===== src/rtl/br_pkg.sv =====
package br_pkg;
    localparam int unsigned OPC_W      = 6;
    localparam logic [5:0]  OPC_UNCOND = 6'd18;
    localparam logic [5:0]  OPC_CIMM   = 6'd16;
    localparam logic [5:0]  OPC_CREG   = 6'd19;
    localparam logic [9:0]  XO_TO_LNK  = 10'd16;
    localparam logic [9:0]  XO_TO_CNT  = 10'd528;

    typedef enum logic [1:0] {
        K_NONE,
        K_UNCOND,
        K_COND_IMM,
        K_COND_REG
    } br_kind_e;
endpackage


===== src/rtl/br_decode.sv =====
module br_decode
    import br_pkg::*;
#(
    parameter int unsigned XLEN = 32
) (
    input  logic [31:0]     insn,
    input  logic [XLEN-1:0] pc,
    input  logic [XLEN-1:0] lnk_in,
    input  logic [XLEN-1:0] cnt_in,
    output br_kind_e        kind,
    output logic [XLEN-1:0] target,
    output logic            link_req
);
    localparam int unsigned LI_W = 24;
    localparam int unsigned BD_W = 14;

    logic [OPC_W-1:0] opc;
    logic [9:0]       xo;
    logic [XLEN-1:0]  li_off, bd_off, imm, reg_tgt;

    assign opc = insn[31:26];
    assign xo  = insn[10:1];

    assign li_off = {{(XLEN-LI_W-2){insn[25]}}, insn[25:2], 2'b00};
    assign bd_off = {{(XLEN-BD_W-2){insn[15]}}, insn[15:2], 2'b00};

    always_comb begin
        kind = K_NONE;
        if (opc == OPC_UNCOND)
            kind = K_UNCOND;
        else if (opc == OPC_CIMM)
            kind = K_COND_IMM;
        else if (opc == OPC_CREG && (xo == XO_TO_LNK || xo == XO_TO_CNT))
            kind = K_COND_REG;
    end

    assign imm      = (kind == K_UNCOND) ? li_off : bd_off;
    assign reg_tgt  = (xo == XO_TO_LNK) ? lnk_in : cnt_in;
    assign link_req = (kind != K_NONE) && insn[0];

    always_comb begin
        if (kind == K_COND_REG)
            target = {reg_tgt[XLEN-1:2], 2'b00};
        else if (insn[1])
            target = imm;
        else
            target = pc + imm;
    end
endmodule


===== src/rtl/br_cond.sv =====
module br_cond #(
    parameter int unsigned XLEN = 32,
    parameter int unsigned CRW  = 32
) (
    input  logic [4:0]      ctl,
    input  logic [4:0]      sel,
    input  logic [CRW-1:0]  cond_in,
    input  logic [XLEN-1:0] cnt_in,
    output logic            pass,
    output logic            dec_en,
    output logic [XLEN-1:0] cnt_dec
);
    logic cnt_ok, cr_ok, nz;
    logic [4:0] bit_idx;

    assign dec_en  = ~ctl[2];
    assign cnt_dec = cnt_in - XLEN'(1);
    assign nz      = |cnt_dec;
    assign cnt_ok  = ctl[2] | (nz ^ ctl[1]);

    assign bit_idx = 5'(CRW - 1) - sel;
    assign cr_ok   = ctl[4] | (cond_in[bit_idx] == ctl[3]);

    assign pass    = cnt_ok & cr_ok;
endmodule


===== src/rtl/br_resolve.sv =====
module br_resolve
    import br_pkg::*;
#(
    parameter int unsigned XLEN = 32
) (
    input  logic            clk,
    input  logic            rst_n,
    input  logic            in_valid,
    input  logic [31:0]     insn,
    input  logic [XLEN-1:0] pc,
    input  logic [31:0]     cond_in,
    input  logic [XLEN-1:0] cnt_in,
    input  logic [XLEN-1:0] lnk_in,
    output logic            out_valid,
    output logic            taken,
    output logic [XLEN-1:0] next_pc,
    output logic            cnt_we,
    output logic [XLEN-1:0] cnt_new,
    output logic            lnk_we,
    output logic [XLEN-1:0] lnk_val
);
    typedef struct packed {
        logic            vld;
        logic            tkn;
        logic [XLEN-1:0] npc;
        logic            cwe;
        logic [XLEN-1:0] cval;
        logic            lwe;
        logic [XLEN-1:0] lval;
    } res_t;

    br_kind_e        kind;
    logic [XLEN-1:0] target, seq_pc;
    logic            link_req, pass, dec_en;
    logic [XLEN-1:0] cnt_dec;
    res_t            res_d, res_q;

    br_decode #(.XLEN(XLEN)) u_dec (
        .insn(insn), .pc(pc), .lnk_in(lnk_in), .cnt_in(cnt_in),
        .kind(kind), .target(target), .link_req(link_req)
    );

    br_cond #(.XLEN(XLEN), .CRW(32)) u_cond (
        .ctl(insn[25:21]), .sel(insn[20:16]), .cond_in(cond_in),
        .cnt_in(cnt_in), .pass(pass), .dec_en(dec_en), .cnt_dec(cnt_dec)
    );

    assign seq_pc = pc + XLEN'(4);

    always_comb begin
        res_d     = res_q;
        res_d.vld = in_valid;
        if (in_valid) begin
            res_d.lwe  = link_req;
            res_d.lval = seq_pc;
            res_d.cval = cnt_dec;
            unique case (kind)
                K_UNCOND: begin
                    res_d.tkn = 1'b1;
                    res_d.cwe = 1'b0;
                end
                K_COND_IMM, K_COND_REG: begin
                    res_d.tkn = pass;
                    res_d.cwe = dec_en;
                end
                default: begin
                    res_d.tkn = 1'b0;
                    res_d.cwe = 1'b0;
                end
            endcase
            res_d.npc = res_d.tkn ? target : seq_pc;
        end
    end

    always_ff @(posedge clk) begin
        if (!rst_n) res_q <= '0;
        else        res_q <= res_d;
    end

    assign out_valid = res_q.vld;
    assign taken     = res_q.tkn;
    assign next_pc   = res_q.npc;
    assign cnt_we    = res_q.cwe;
    assign cnt_new   = res_q.cval;
    assign lnk_we    = res_q.lwe;
    assign lnk_val   = res_q.lval;
endmodule


===== config.mk =====
export PLATFORM = sky130hd
export DESIGN_NAME = br_resolve
export DESIGN_NICKNAME = d
export VERILOG_FILES = /design/src/rtl/br_pkg.sv /design/src/rtl/br_decode.sv /design/src/rtl/br_cond.sv /design/src/rtl/br_resolve.sv
export SDC_FILE = /design/constraint.sdc
export NUM_CORES = 1
export LEC_CHECK = 0
export BUFFER_PORTS_ARGS = -buffer_cell sky130_fd_sc_hd__buf_2
export CAP_MARGIN = 20
export CORE_MARGIN = 2
export CORE_UTILIZATION = 35
export CTS_BUF_LIST = sky130_fd_sc_hd__clkbuf_4 sky130_fd_sc_hd__clkbuf_8
export DETAILED_ROUTE_END_ITERATION = 10
export PLACE_DENSITY = 0.59
export RECOVER_POWER = 25
export SLEW_MARGIN = 5
export SYNTH_ARGS = -nofsm -noshare
export SYNTH_HDL_FRONTEND = slang
export SYNTH_HIERARCHICAL = 1
export SYNTH_SLANG_ARGS = --single-unit

===== constraint.sdc =====
create_clock -name clk -period 11.9 [get_ports clk]
set_input_delay 3.57 -clock clk [delete_from_list [all_inputs] [get_ports clk]]
set_output_delay 3.57 -clock clk [all_outputs]
set_load 0.01 [all_outputs]

==> results.ini <==
[timing]
fin_worst_skew_ns = 0
slew_headroom_pct = -90.5
worst_slew_pin_slew_ns = 2.86
tns_ns = 0
timing.final.crit_share_pct = 64.4
fin_hold_ws_ns = 0.470
rsz0062_at_grt = false
maxSlewViolCount = 58
layout_min_cycle_time_ns = 7.67
finalSetupViolCount = 0
timing.fmax_ghz = 0.130
final_hold_viol_count = 0

[floorplan]
rows = 55
core_area_mm2 = 0.0227
die_x_um = 156
dieHeight_um = 156
ioPinCount = 263
start_util_pct = 35.8
die-area_mm2 = 0.0245

[global_routing]
grt_max_degree = 67
grt_pass1_vias = 7853
antenna_found_initial = 5
grt_pass1_wl_um = 45700
overflow = 0
grt.total_usage_pct = 24.2

[power]
p_leak_nw = 4.19
irDropWorstVdd_uv = 44.6
power_density_mw_per_mm2 = 94.7
finalPower_mw = 0.920

[worst_setup_path]
critPathTopFamily = simple AND/OR/NAND/NOR gates
worst-path-max-fanout = 29
worstPathArrival_ns = 7.99
critPathKind = in2reg
cp.required_ns = 12.22
cp_common_cell = a21oi_1
path_cells = buf_2, inv_1, ha_1, nor4b_4, nand3_1, xnor2_1, nor4_1, or4b_2, a2111oi_4, xor2_1, a21oi_1, mux2_2, nor2_1, o21ai_0, a21oi_1
cp_num_buf_inv = 2
crit_path_max_incr_delay_ns = 0.68
worstSetupStartpointType = primary input
worst_setup_path_end_kind = flip-flop
critPathSlowestCell = or4b_2

[drt]
drc = 0
vias = 8501
avgRoutedWirePerCell_um = 19.8
finalWirelength_um = 30200
drt_iter0_drc = 478
ant_nets = 0
routed_via_density = 5.56
first_pass_iters = 7

[finish]
final_cell_mix = buf_2, nor2_1, nand2_1
syn2layout_area_growth_pct = 19.6
final_area_mm2 = 0.00972
drive_above_1_share_pct = 24.2
nFillCells = 2414
utilization_pct = 42.8
nNetsFinal = 1430
layout_commonest_cell = buf_2

[outcome]
status = finished with violations
violations = capacitance limit, slew limit

[yosys]
yosysUniqueCellTypes = 86
synth_top_area_share_pct = 24.6
yosys-top-cells-area = dfxtp_1, mux2i_1, xor2_1, nor2_1, a21oi_1
syn_area_per_cell_um2 = 7.98
synth_area_mm2 = 0.00813
synth_nets = 1215
yosysWarnings = 6
syn-instance-count = 1019
ys_seq_area_share_pct = 24.6
synth_seq_cells = 100
synth_edf_count = 0
yosys.area.top_type = dfxtp_1
async_flop_share_pct = 0
synth-main-ff-cell = dfxtp_1

[cts]
clockRootBuffer = clkbuf_8
cts_htree_levels = 3
cts_tree = built
hold_buffers = 0
postCtsSetupBuffers = 0
cts_inserted_buffers = 9
cts-resized-gates = 0
clk-insertion-delay-late_ns = 0.39
clock_path_buffers = 2
clock_sinks = 100
clkTransAtPathRegs_ns = 0.11

[job]
drv_cap = 1

[placement]
place_area_mm2 = 0.00952
gp_congestion = 0.900
io_buffers = 260
dp_hpwl_um = 24100

[min_path]
hp-class = reg2reg

==> layer usage <==
metal / vias up / track usage (%) / part of all wire [%]
met1: 3918 / 34.5 / 46
met4: 2 / 5.37 / 1.6
li1: 4194 / - / -
met2: 355 / 37.4 / 44
met5: - / 0 / 0.043
met3: 32 / 4.93 / 7.9
==> where the power goes <==
part	switching, mW	internal [mW]
sequential	0.0113	0.356
combinational	0.178	0.122
clock	0.150	0.103
total	0.339	0.582
==> cell usage after synthesis, drive strengths merged (27+ instances only) <==
library cell,instances
nor2,107
ha,32
xor2,47
xnor2,31
a21oi,81
nand2,103
dfxtp,100
a211oi,31
mux2i,53
o21ai,55
clkbuf,47
and3,27
==> tightest hold or removal path, delay by kind of cell, from the launching register on <==
kind / cells / cell delay [ns]
flops: 1 / 0.33
simple gates: 1 / 0.06
compound gates: 1 / 0.05
==> path summary, 6_finish.rpt <==
| path | start | endpoint | slack [ns] | depth (start not counted) |
|---|---|---|---|---|
| setup / recovery | cnt_in[0] | next_pc[19] | 4.23 | 15 |
| hold / removal | next_pc[11] | next_pc[11] | 0.47 | 2 |
| setup reg to reg | next_pc[13] | next_pc[13] | 11.04 | 2 |
| hold reg to reg | next_pc[11] | next_pc[11] | 0.47 | 2 |
==> sequential cells by signal (all words and copies together) (netlist names) <==
name       cells
lnk_val       32
cnt_we         1
next_pc       32
lnk_we         1
taken          1
cnt_new       32
out_valid      1
==> cell type report <==
class                      count  area [um2]  area share (%)
sequential                   100        2000            20.6
clock inverter                 7        93.8           0.966
timing repair buffer         268        1320            13.6
inverter                      24        90.1           0.927
antenna                        4        10.0           0.103
multi-input combinational    831        5720            58.9
tap                          285         357            3.67
clock buffer                   9         124            1.27
==> metrics by stage <==
step	cells	setup slack (ns)
finish	1528	4.23
global route	1526	3.97
CTS	1523	4.30
detailed placement	1507	3.89
global placement	1507	3.91
floorplan	1019	4.83
==> logic make-up after synthesis <==
kind of cell               Yosys count  share of synthesized area [%]
and+or+nand+nor                    376                           23.9
AOI/OAI and AO/OA                  280                           23.4
DFF                                100                           24.6
buffers and inverters               88                           5.07
xor gates and xnor gates            78                           8.41
muxes                               64                           9.44
adders and majority gates           33                           5.17
No activity file was read; power rests on OpenSTA's default activity.
